`config.mk`:
```
export PLATFORM = sky130hd
export DESIGN_NAME = seg_relocator
export DESIGN_NICKNAME = d
export VERILOG_FILES = /design/src/rtl/seg_reloc_pkg.sv /design/src/rtl/seg_pair_regs.sv /design/src/rtl/seg_xlate_lane.sv /design/src/rtl/seg_relocator.sv
export SDC_FILE = /design/constraint.sdc
export NUM_CORES = 1
export LEC_CHECK = 0
export BUFFER_PORTS_ARGS = -buffer_cell sky130_fd_sc_hd__buf_2
export CAP_MARGIN = 20
export CORE_MARGIN = 3
export CORE_UTILIZATION = 56
export CTS_BUF_LIST = sky130_fd_sc_hd__clkbuf_16
export DETAILED_ROUTE_END_ITERATION = 7
export PLACE_DENSITY = 0.79
export SETUP_SLACK_MARGIN = 0.2
export SKIP_LAST_GASP = 1
export SLEW_MARGIN = 20
export SYNTH_ARGS = -nofsm -noshare
export SYNTH_HDL_FRONTEND = slang
export SYNTH_SLANG_ARGS = --single-unit
export TNS_END_PERCENT = 50
```
`constraint.sdc`:
```
create_clock -name clk -period 5.9 [get_ports clk]
set_input_delay 0.59 -clock clk [delete_from_list [all_inputs] [get_ports clk]]
set_output_delay 0.59 -clock clk [all_outputs]
set_load 0.005 [all_outputs]
```
`src/rtl/seg_reloc_pkg.sv`:
```
package seg_reloc_pkg;

  localparam int unsigned AW = 32;
  localparam int unsigned SELW = 2;

  typedef logic [AW-1:0] addr_t;

  // selection codes for the configuration port
  typedef enum logic [SELW-1:0] {
    SEL_PROG_ORG = 2'd0,
    SEL_PROG_LEN = 2'd1,
    SEL_DATA_ORG = 2'd2,
    SEL_DATA_LEN = 2'd3
  } seg_sel_e;

  // three-operand carry-save reduction then one carry-propagate add
  function automatic addr_t csa_sum3(input addr_t a, input addr_t b, input addr_t c);
    addr_t s;
    addr_t cy;
    s  = a ^ b ^ c;
    cy = (a & b) | (a & c) | (b & c);
    return s + {cy[AW-2:0], 1'b0};
  endfunction

  // plain two-operand relocation
  function automatic addr_t reloc2(input addr_t la, input addr_t org);
    return la + org;
  endfunction

  // limit test on the logical address
  function automatic logic inside_seg(input addr_t la, input addr_t len);
    return la < len;
  endfunction

endpackage

```
`src/rtl/seg_pair_regs.sv`:
```
module seg_pair_regs #(
  parameter int unsigned W = 32
) (
  input  logic         clk,
  input  logic         rst_n,
  input  logic         we_org,
  input  logic         we_len,
  input  logic [W-1:0] wdata,
  output logic [W-1:0] org_q,
  output logic [W-1:0] len_q
);

  always_ff @(posedge clk) begin
    if (!rst_n) begin
      org_q <= '0;
      len_q <= '0;
    end else begin
      if (we_org) org_q <= wdata;
      if (we_len) len_q <= wdata;
    end
  end

endmodule

```
`src/rtl/seg_xlate_lane.sv`:
```
module seg_xlate_lane
  import seg_reloc_pkg::*;
#(
  parameter bit USE_CSA = 1'b0
) (
  input  logic  clk,
  input  logic  rst_n,
  input  logic  req_vld,
  input  addr_t opa,
  input  addr_t opb,
  input  addr_t org,
  input  addr_t len,
  output logic  hit_c,
  output logic  viol_c,
  output logic  ok_q,
  output logic  fault_q,
  output addr_t pa_q
);

  addr_t la_c;
  addr_t pa_c;
  logic  in_c;

  assign la_c = opa + opb;
  assign in_c = inside_seg(la_c, len);

  generate
    if (USE_CSA) begin : g_csa
      assign pa_c = csa_sum3(opa, opb, org);
    end else begin : g_add
      assign pa_c = reloc2(la_c, org);
    end
  endgenerate

  assign hit_c  = req_vld & in_c;
  assign viol_c = req_vld & ~in_c;

  always_ff @(posedge clk) begin
    if (!rst_n) begin
      ok_q    <= 1'b0;
      fault_q <= 1'b0;
      pa_q    <= '0;
    end else begin
      ok_q    <= hit_c;
      fault_q <= viol_c;
      pa_q    <= hit_c ? pa_c : '0;
    end
  end

endmodule

```
`src/rtl/seg_relocator.sv`:
```
module seg_relocator
  import seg_reloc_pkg::*;
(
  input  logic        clk,
  input  logic        rst_n,
  input  logic        sup_mode,
  input  logic        if_vld,
  input  logic [31:0] if_addr,
  input  logic        dt_vld,
  input  logic [31:0] dt_reg,
  input  logic [31:0] dt_off,
  input  logic        cfg_we,
  input  logic [1:0]  cfg_sel,
  input  logic [31:0] cfg_wdata,
  output logic [31:0] cfg_rdata,
  output logic        cfg_denied,
  output logic        if_ok,
  output logic        if_fault,
  output logic [31:0] if_pa,
  output logic        dt_ok,
  output logic        dt_fault,
  output logic [31:0] dt_pa
);

  localparam int unsigned NPAIR = 2;

  logic  wr_grant;
  logic  wr_refuse;
  addr_t org_r [NPAIR];
  addr_t len_r [NPAIR];
  addr_t prog_org, prog_len, data_org, data_len;
  logic  if_hit, if_viol, dt_hit, dt_viol;

  assign wr_grant  = cfg_we & sup_mode;
  assign wr_refuse = cfg_we & ~sup_mode;

  // pair 0 = program, pair 1 = data; cfg_sel[1] picks the pair, cfg_sel[0] the field
  generate
    for (genvar p = 0; p < NPAIR; p++) begin : g_pair
      seg_pair_regs #(.W(AW)) u_regs (
        .clk    (clk),
        .rst_n  (rst_n),
        .we_org (wr_grant & (cfg_sel[1] == p[0]) & ~cfg_sel[0]),
        .we_len (wr_grant & (cfg_sel[1] == p[0]) &  cfg_sel[0]),
        .wdata  (cfg_wdata),
        .org_q  (org_r[p]),
        .len_q  (len_r[p])
      );
    end
  endgenerate

  assign prog_org = org_r[0];
  assign prog_len = len_r[0];
  assign data_org = org_r[1];
  assign data_len = len_r[1];

  always_comb begin
    cfg_rdata = '0;
    if (sup_mode) begin
      unique case (seg_sel_e'(cfg_sel))
        SEL_PROG_ORG: cfg_rdata = prog_org;
        SEL_PROG_LEN: cfg_rdata = prog_len;
        SEL_DATA_ORG: cfg_rdata = data_org;
        SEL_DATA_LEN: cfg_rdata = data_len;
        default:      cfg_rdata = '0;
      endcase
    end
  end

  always_ff @(posedge clk) begin
    if (!rst_n) cfg_denied <= 1'b0;
    else        cfg_denied <= wr_refuse;
  end

  seg_xlate_lane #(.USE_CSA(1'b0)) u_fetch (
    .clk     (clk),
    .rst_n   (rst_n),
    .req_vld (if_vld),
    .opa     (if_addr),
    .opb     ('0),
    .org     (prog_org),
    .len     (prog_len),
    .hit_c   (if_hit),
    .viol_c  (if_viol),
    .ok_q    (if_ok),
    .fault_q (if_fault),
    .pa_q    (if_pa)
  );

  seg_xlate_lane #(.USE_CSA(1'b1)) u_data (
    .clk     (clk),
    .rst_n   (rst_n),
    .req_vld (dt_vld),
    .opa     (dt_reg),
    .opb     (dt_off),
    .org     (data_org),
    .len     (data_len),
    .hit_c   (dt_hit),
    .viol_c  (dt_viol),
    .ok_q    (dt_ok),
    .fault_q (dt_fault),
    .pa_q    (dt_pa)
  );

endmodule

```
==> results of run 1 <==
[sequential cells by signal (all words and copies together), names as in the netlist]
signal               cells
g_pair.u_regs.len_q     64
g_pair.u_regs.org_q     64
u_data.pa_q             32
u_fetch.pa_q            32
cfg_denied               1
u_data.fault_q           1
u_data.ok_q              1
u_fetch.fault_q          1
u_fetch.ok_q             1
[path summary, 6_finish.rpt]
check	start	endpoint	slack [ns]	depth (start not counted)
worst max-delay path	dt_reg[0]	u_data.pa_q[1]	1.09	22
worst min-delay path	cfg_we	cfg_denied	0.39	3
worst max register to register	g_pair[1].u_regs.org_q[0]	u_data.pa_q[23]	2.01	15
worst min register to register	g_pair[0].u_regs.len_q[16]	g_pair[0].u_regs.len_q[16]	0.49	2
[through the flow]
stage               hold WS (ns)  cell area [µm²]  cells  setup slack, ns
global route               0.402            16300   2227            0.748
finish                     0.391            16300   2227             1.09
detailed placement         0.476            15700   2188            0.705
floorplan                  0.453            14300   1688             1.26
CTS                        0.379            16300   2220             1.12
global placement           0.464            15700   2188            0.818
[routing by layer]
| metal | vias up | share of wire | GRT usage |
|---|---|---|---|
| li1 | 6334 | - | - |
| met1 | 6059 | 0.46 | 0.402 |
| met2 | 569 | 0.44 | 0.440 |
| met3 | 83 | 0.077 | 0.0410 |
| met4 | 0 | 0.028 | 0.0958 |
| met5 | - | 0 | 0 |
[Yosys cell counts (all sizes together), types with 9 or more instances]
cell type    n  area (µm²)
nand2      302        1130
dfxtp      197        3940
ha         154        1930
a21boi     130         976
a21oi       94         474
nor2        93         349
inv         91         342
a21o        74         556
clkbuf      68         255
o21ai       52         260
and2        37         231
xor2        37         324
fa          34         681
xnor2       34         298
mux4        32         721
nor3        26         130
a211oi      25         198
nand4       21         131
nor2b       19         119
nand3       18        90.1
o21a        16         120
a31oi       13        81.3
and3        12        75.1
nand2b      12        75.1
or3          9        56.3
[cell type report]
class / count / area (µm²)
sequential: 197 / 3940
inverter: 91 / 342
tap: 324 / 405
antenna: 7 / 17.5
clock inverter: 15 / 153
fill: 2132 / 8400
timing repair buffer: 248 / 1270
multi-input combinational: 1328 / 9720
clock buffer: 17 / 425
[cells by family (layout without fill, tap and decap cells)]
| logic type | after synthesis | in the layout | share of synthesized area |
|---|---|---|---|
| mux | 35 | 35 | 0.0527 |
| buf+inv | 163 | 371 | 0.0430 |
| flops | 197 | 197 | 0.276 |
| simple gates | 574 | 574 | 0.181 |
| other cells | 0 | 7 | 0 |
| fa+ha+maj | 188 | 188 | 0.183 |
| xor+xnor | 71 | 71 | 0.0436 |
| compound gates | 460 | 460 | 0.221 |
[power by group through the flow]
stage          clock network [mW]  logic, mW  registers [mW]
2_1_floorplan                   0      0.668            1.42
3_3_place_gp                    0      0.913            1.43
3_5_place_dp                    0      0.936            1.43
4_1_cts                      1.17      0.947            1.40
5_1_grt                      1.22       1.08            1.40
6_report                     1.16      0.957            1.40
[critical path, stage by stage]
cell      delay, ns
buf_2          0.10
ha_1           0.24
fa_1           0.44
a211o_1        0.32
a211oi_2       0.25
o21ba_2        0.22
a31oi_1        0.15
o31a_1         0.35
a21oi_1        0.16
nor2b_1        0.06
o31a_1         0.24
ha_1           0.30
nand4_1        0.09
or2_2          0.32
o22ai_1        0.13
a211oi_1       0.07
o31a_1         0.11
nor3_1         0.22
or2_1          0.17
buf_4          0.33
inv_1          0.09
and2_1         0.16
==> results.ini, run 1 <==
[run_status]
status = complete, no violations

[floorplanning]
die_x_um = 166
ios = 237
die_area_um2 = 27400
rows = 57
initial_core_util = 0.578
coreArea_um2 = 24700
die_h_um = 166

[sta]
slew_violations = 0
clock_skew_ns = 0.0133
rsz0062_at_grt = false
fin_tns_setup_ns = 0
fin_crit_sh = 0.815
relSlewSlack = 0.404
finalSetupViolations = 0
min_period_ns = 4.81
fmax_ghz = 0.208
worst_slew_pin_slew_ns = 0.895
hold_violations = 0

[power]
power_frac_clock = 0.329
combinationalPowerShare = 0.272
swShare = 0.328
p_switching_mw = 1.15
power_density_nw_per_um2 = 216
power_mw = 3.51
p_int_mw = 2.36
power_frac_seq = 0.398
p_leak_nw = 7.13
peakVddDrop_uv = 133

[run]
maxCapViolCount = 0

[clock_tree]
cts_root_buffer = clkbuf_16
clock_latency_ns = 0.45
post_cts_resized = 0
post-cts-setup-buffers = 0
cts-buffers-inserted = 17
cts_tree = done
clk_pin_slew_worst_paths_ns = 0.08
clk_path_buf_depth = 2
htree_levels = 4
clkSinkCount = 197
hold_buffers = 0

[worst_setup_path]
critPathCaptureType = register
startpoint_type = input pin
path_class = input pin to register
critical_path_arrival_ns = 5.16
cp_max_fo = 32
cp_data_required_time_ns = 6.24

[global_routing]
grt_pass1_vias = 12600
overflow = 0
grt_max_degree = 90
track_usage = 0.281
grt_antenna_before_repair = 7
grt_pass1_wl_um = 64300

[drt]
postRouteAntennaNets = 0
first_pass_iters = 5
vias = 13000
drtIter0Drc = 1209
wl_um = 39500
routedWlPerCell_um = 17.7
vias_per_cell = 5.86
route.detailed.drc = 0

[synthesis]
syn_area_um2 = 14300
synth-seq-cells = 197
async_reset_ff_frac = 0
synth_cell_types = 68
synth_warnings = 0
yosys_most_used_dff = dfxtp_1
syn_nets = 2012
syn_area_per_cell_um2 = 8.45
netlist_instances = 1688
synth_edf_count = 0
ys_seq_area_frac = 0.276

[placement]
place_hpwl_um = 30500
port_buffers = 236
gp_congestion = 0.946

[layout]
utilization = 0.660
nets = 2207
final_cell_mix = nand2_1, buf_2, dfxtp_1
drive_gt1_frac = 0.172
final_common_cell = nand2_1
area_growth_pct = 14.1

[hold_path]
min_path_type = input pin to register

Note: power is estimated with default switching activity, not from simulation.
==> inputs of run 2 (changes only) <==
==> constraint.sdc (replaced) <==
create_clock -name clk -period 4.64 [get_ports clk]
set_input_delay 0.464 -clock clk [delete_from_list [all_inputs] [get_ports clk]]
set_output_delay 0.464 -clock clk [all_outputs]
set_load 0.005 [all_outputs]
==> run 2 against run 1 <==
Against the previous run: via count shrank 0.40%; clock power grew 24%; worst hold slack lost 0.10 ns.
==> results.ini, run 2 (synthesized netlist as in run 1, its figures left out) <==
[sta]
rsz0062_at_grt = false
layout_setup_ws_ns = 0.332  ; -0.756 ns
relSlewSlack = 0.394  ; -0.00985
fmax_ghz = 0.232
fin_crit_sh = 0.928
finalSetupViolations = 0  ; unchanged
hold_violations = 0  ; unchanged
worst_slew_pin_slew_ns = 0.909  ; +0.0148 ns
slew_violations = 0  ; unchanged
min_period_ns = 4.31
clock_skew_ns = 0.00992  ; -0.00337 ns
fin_tns_setup_ns = 0  ; unchanged
holdWs_ns = 0.287  ; -0.103 ns

[global_routing]
overflow = 0  ; unchanged
track_usage = 0.275  ; -0.00652
grt_max_degree = 94  ; +4.4%
grt_pass1_vias = 12400  ; -1.3%
grt_antenna_before_repair = 5  ; -2
grt_pass1_wl_um = 62800  ; -2.3%

[worst_setup_path]
cp_max_fo = 8  ; -75%
cp_num_buf_inv = 2  ; -1
startpoint = dt_reg[0]
critical_path_arrival_ns = 4.65  ; -0.51 ns
r2r-start = g_pair[1].u_regs.org_q[0]
path_delay_family = compound AO/OA/AOI/OAI gates
cp_data_required_time_ns = 4.98  ; -1.26 ns
startpoint_type = input pin
crit_slowest_cell = fa_2
critPathCaptureType = register
max_stage_delay_ns = 0.35  ; -0.09 ns
crit_chain = buf_2, ha_2, fa_2, a211o_1, a211oi_2, o21ba_2, a31oi_2, o31a_1, and4_4, a221o_1, a21oi_2, xnor2_1, ha_1, a21o_1, a21o_1, a21oi_2, o2111ai_1, or2_4, buf_12, nor4_4
path_class = input pin to register

[layout]
fill_cells = 2057  ; -3.5%
final_common_cell = nand2_1
top_regs = g_pair.u_regs.len_q x64, g_pair.u_regs.org_q x64
final_cell_mix = nand2_1, buf_2, dfxtp_1
nets = 2224  ; +0.77%
finalNonFillerCells = 2242  ; +0.67%
utilization = 0.667  ; +0.00786
area_growth_pct = 15.4
drive_gt1_frac = 0.182  ; +0.00997
final_area_um2 = 16500  ; +1.2%

[drt]
vias = 13000  ; -0.40%
routedWlPerCell_um = 17.5  ; -1.2%
first_pass_iters = 5  ; unchanged
wl_um = 39300  ; -0.49%
postRouteAntennaNets = 0  ; unchanged
route.detailed.drc = 0  ; unchanged
vias_per_cell = 5.80  ; -1.1%
drtIter0Drc = 1162  ; -3.9%

[clock_tree]
clk_path_buf_depth = 2  ; unchanged
cts_root_buffer = clkbuf_16
htree_levels = 4  ; unchanged
cts_tree = done
clkSinkCount = 197  ; unchanged
hold_buffers = 0  ; unchanged
clock_latency_ns = 0.43  ; -0.02 ns
clk_pin_slew_worst_paths_ns = 0.07  ; about the same
cts-buffers-inserted = 17  ; unchanged

[floorplanning]
coreArea_um2 = 24700  ; unchanged
die_area_um2 = 27400  ; unchanged
rows = 57  ; unchanged
ios = 237  ; unchanged
die_x_um = 166  ; unchanged
initial_core_util = 0.578  ; unchanged
die_h_um = 166  ; unchanged

[placement]
postPlaceCellArea_um2 = 15800  ; +0.70%
port_buffers = 236  ; unchanged
place_hpwl_um = 30400  ; -0.27%
post-place-ws_ns = -0.181  ; -0.887 ns
place_inst = 2201  ; +0.59%
gp_congestion = 0.939  ; -0.74%

[hold_path]
min_path_type = input pin to register
hp-start = cfg_we

[run]
maxCapViolCount = 0  ; unchanged

[power]
peakVddDrop_uv = 215  ; +61%
power_mw = 4.48  ; +28%
p_leak_nw = 7.23  ; +1.5%
power_density_nw_per_um2 = 272  ; +26%

[run_status]
status = complete, no violations

## run 2: changes by cell type in the layout (fill, tap and decap cells not counted), moves of 2 or more
cell	change
clkbuf_16	+2
clkinv_8	-2
diode_2	-2
clkinv_1	+3
a21oi_1	-2
inv_8	-3
a21oi_2	+2
buf_4	+14
## run 2: worst paths after layout
path | cells after the start | slack (ns) | to
worst max-delay path | 20 | 0.33 | u_data.pa_q[11]
worst min-delay path | 3 | 0.29 | cfg_denied
worst max register to register | 16 | 0.99 | u_data.pa_q[23]
worst min register to register | 2 | 0.49 | g_pair[0].u_regs.len_q[14]
## run 2: worst min-delay path, delay by kind of cell
| family | cells | cell delay, ns |
|---|---|---|
| buffers and inverters | 1 | 0.12 |
| AND/OR/NAND/NOR | 2 | 0.09 |
## run 2: what timing repair did
| action | CTS | global route |
|---|---|---|
| resized for setup | 0 | 10 |
| endpoints found under the setup margin | 0 | 33 |
| setup buffers | 0 | 2 |
## run 2: routing by layer
metal	vias up	routed length, µm	global-route usage
met2	567	17700	0.437
met3	70	2840	0.0443
met5	-	0	0
li1	6357	-	-
met1	5999	17700	0.384
met4	0	980	0.0919
## run 2: power breakdown
part           internal, mW  switching, mW  leakage, nW
logic                 0.564          0.696         5.36
clock network         0.747          0.691        0.276
registers              1.75         0.0344         1.60
## run 2: cell type report
type | instances | area [µm²] | area share
antenna | 5 | 12.5 | 0.000760
clock buffer | 17 | 425 | 0.0258
clock inverter | 15 | 129 | 0.00783
inverter | 91 | 342 | 0.0207
multi-input combinational | 1328 | 9760 | 0.593
sequential | 197 | 3940 | 0.239
tap | 324 | 405 | 0.0246
timing repair buffer | 265 | 1450 | 0.0878
==> inputs of run 3 (changes only) <==
--- a/config.mk
+++ b/config.mk
@@ -7,7 +7,7 @@
 export LEC_CHECK = 0
 export BUFFER_PORTS_ARGS = -buffer_cell sky130_fd_sc_hd__buf_2
 export CAP_MARGIN = 20
-export CORE_MARGIN = 3
+export CORE_MARGIN = 2
 export CORE_UTILIZATION = 56
 export CTS_BUF_LIST = sky130_fd_sc_hd__clkbuf_16
 export DETAILED_ROUTE_END_ITERATION = 7
==> run 3 against run 2 <==
Against the previous run: clock-buffer cell count unchanged; sequential share of layout area about the same; flip-flop and latch count did not move; critical path type unchanged; highest routed layer unchanged.
==> results.ini, run 3 (synthesized netlist as in run 1, its figures left out) <==
[sta]
hold_violations = 0  ; unchanged
finalSetupViolations = 0  ; unchanged
worst_slew_pin_slew_ns = 0.999  ; +0.0892 ns
layout_setup_ws_ns = 0.313  ; -0.0192 ns
fmax_ghz = 0.231  ; -0.44%
rsz0062_at_grt = false
relSlewSlack = 0.334  ; -0.0594
fin_tns_setup_ns = 0  ; unchanged
min_period_ns = 4.33  ; +0.0192 ns
slew_violations = 0  ; unchanged
fin_crit_sh = 0.932  ; +0.00414
clock_skew_ns = 0.0189  ; +0.00901 ns

[placement]
place_hpwl_um = 30700  ; +0.82%
gp_congestion = 0.927  ; -1.4%
port_buffers = 236  ; unchanged
post-place-ws_ns = -0.167  ; +0.0140 ns

[floorplanning]
coreArea_um2 = 25100  ; +1.8%
die_x_um = 164  ; -1.2%
die_h_um = 164  ; -1.2%
die_area_um2 = 26800  ; -2.4%
ios = 237  ; unchanged
rows = 58  ; +1.8%
initial_core_util = 0.568  ; -0.00997

[power]
p_leak_nw = 7.24  ; about the same
peakVddDrop_uv = 205  ; -4.3%
power_density_nw_per_um2 = 280  ; +2.9%

[clock_tree]
clk_path_buf_depth = 2  ; unchanged
clkSinkCount = 197  ; unchanged
cts_root_buffer = clkbuf_16
clock_latency_ns = 0.45  ; +0.02 ns
clk_pin_slew_worst_paths_ns = 0.07  ; about the same
cts-buffers-inserted = 17  ; unchanged
cts_tree = done
htree_levels = 4  ; unchanged

[worst_setup_path]
critPathCaptureType = register
cp_max_fo = 14  ; +6
path_class = input pin to register
startpoint_type = input pin
cp_data_required_time_ns = 4.99  ; about the same
critical_path_arrival_ns = 4.68  ; +0.03 ns

[drt]
first_pass_iters = 6  ; +1
drtIter0Drc = 1087  ; -6.5%
postRouteAntennaNets = 0  ; unchanged
routedWlPerCell_um = 17.4  ; -0.45%
vias_per_cell = 5.79  ; -0.10%
wl_um = 39200  ; -0.32%
vias = 13000  ; +0.031%
route.detailed.drc = 0  ; unchanged

[global_routing]
grt_pass1_wl_um = 62500  ; -0.54%
grt_pass1_vias = 12400  ; -0.22%
overflow = 0  ; unchanged
grt_antenna_before_repair = 4  ; -1
grt_max_degree = 94  ; unchanged
track_usage = 0.291  ; +0.0161

[run]
maxCapViolCount = 0  ; unchanged

[layout]
final_common_cell = nand2_1
area_growth_pct = 15.6
drive_gt1_frac = 0.182  ; -0.000332
final_cell_mix = nand2_1, buf_2, dfxtp_1
nets = 2222  ; -0.090%
top_regs = g_pair.u_regs.len_q x64, g_pair.u_regs.org_q x64
utilization = 0.657  ; -0.0106

[hold_path]
min_path_type = input pin to register

[run_status]
status = complete, no violations

==> run 3: layer usage <==
layer / track usage / vias to the layer above / wire length (µm)
li1: - / 6361 / -
met4: 0.0925 / 0 / 960
met1: 0.415 / 6042 / 17900
met5: 0 / - / 0
met2: 0.459 / 530 / 17600
met3: 0.0350 / 64 / 2640
==> run 3: critical path, stage by stage <==
cell       delay, ns
buf_2           0.10
ha_1            0.24
fa_2            0.35
a211o_1         0.29
a211oi_2        0.27
o21ba_2         0.19
a31oi_2         0.12
o31a_1          0.30
and4_4          0.22
a221o_1         0.33
a21oi_2         0.15
xnor2_1         0.08
ha_1            0.18
a21o_1          0.17
a21o_1          0.18
a21oi_2         0.15
o2111ai_1       0.11
or2_4           0.33
buf_12          0.16
nor4_2          0.26
==> run 3: where the power goes <==
part           total, mW  internal, mW  switching, mW
clock network       1.58         0.865          0.719
registers           1.78          1.75         0.0341
logic               1.25         0.558          0.692
total               4.61          3.17           1.44
==> run 3: timing repair <==
action                                 4_1_cts  5_1_grt
setup endpoints to repair                    0       27
resized for setup                            0        9
buffers inserted                             0        0
endpoints found under the hold margin        0        0
hold buffers                                 0        0
==> run 3: final cells by class <==
class,count,area (µm²)
antenna,4,10.0
clock buffer,17,425
clock inverter,15,189
fill,2158,8620
inverter,91,342
multi-input combinational,1328,9750
sequential,197,3940
tap,330,413
timing repair buffer,263,1410
==> run 3: per-stage QoR <==
| step | total power [mW] | cell area (µm²) | instances | hold WS, ns |
|---|---|---|---|---|
| final | 4.61 | 16500 | 2245 | 0.282 |
| after global routing | 4.85 | 16500 | 2245 | 0.274 |
| after CTS | 4.59 | 16400 | 2240 | 0.271 |
| after detailed placement | 3.03 | 15800 | 2208 | 0.477 |
| after global placement | 3.00 | 15800 | 2208 | 0.465 |
| after floorplan | 2.66 | 14300 | 1688 | 0.453 |
==> run 3: path summary, 6_finish.rpt <==
kind	start	endpoint	slack [ns]	cells past startpoint
hold reg to reg	g_pair[0].u_regs.len_q[16]	g_pair[0].u_regs.len_q[16]	0.48	2
setup / recovery	dt_reg[0]	u_data.pa_q[11]	0.31	20
hold / removal	cfg_we	cfg_denied	0.28	3
setup reg to reg	g_pair[1].u_regs.org_q[1]	u_data.pa_q[23]	1.07	14
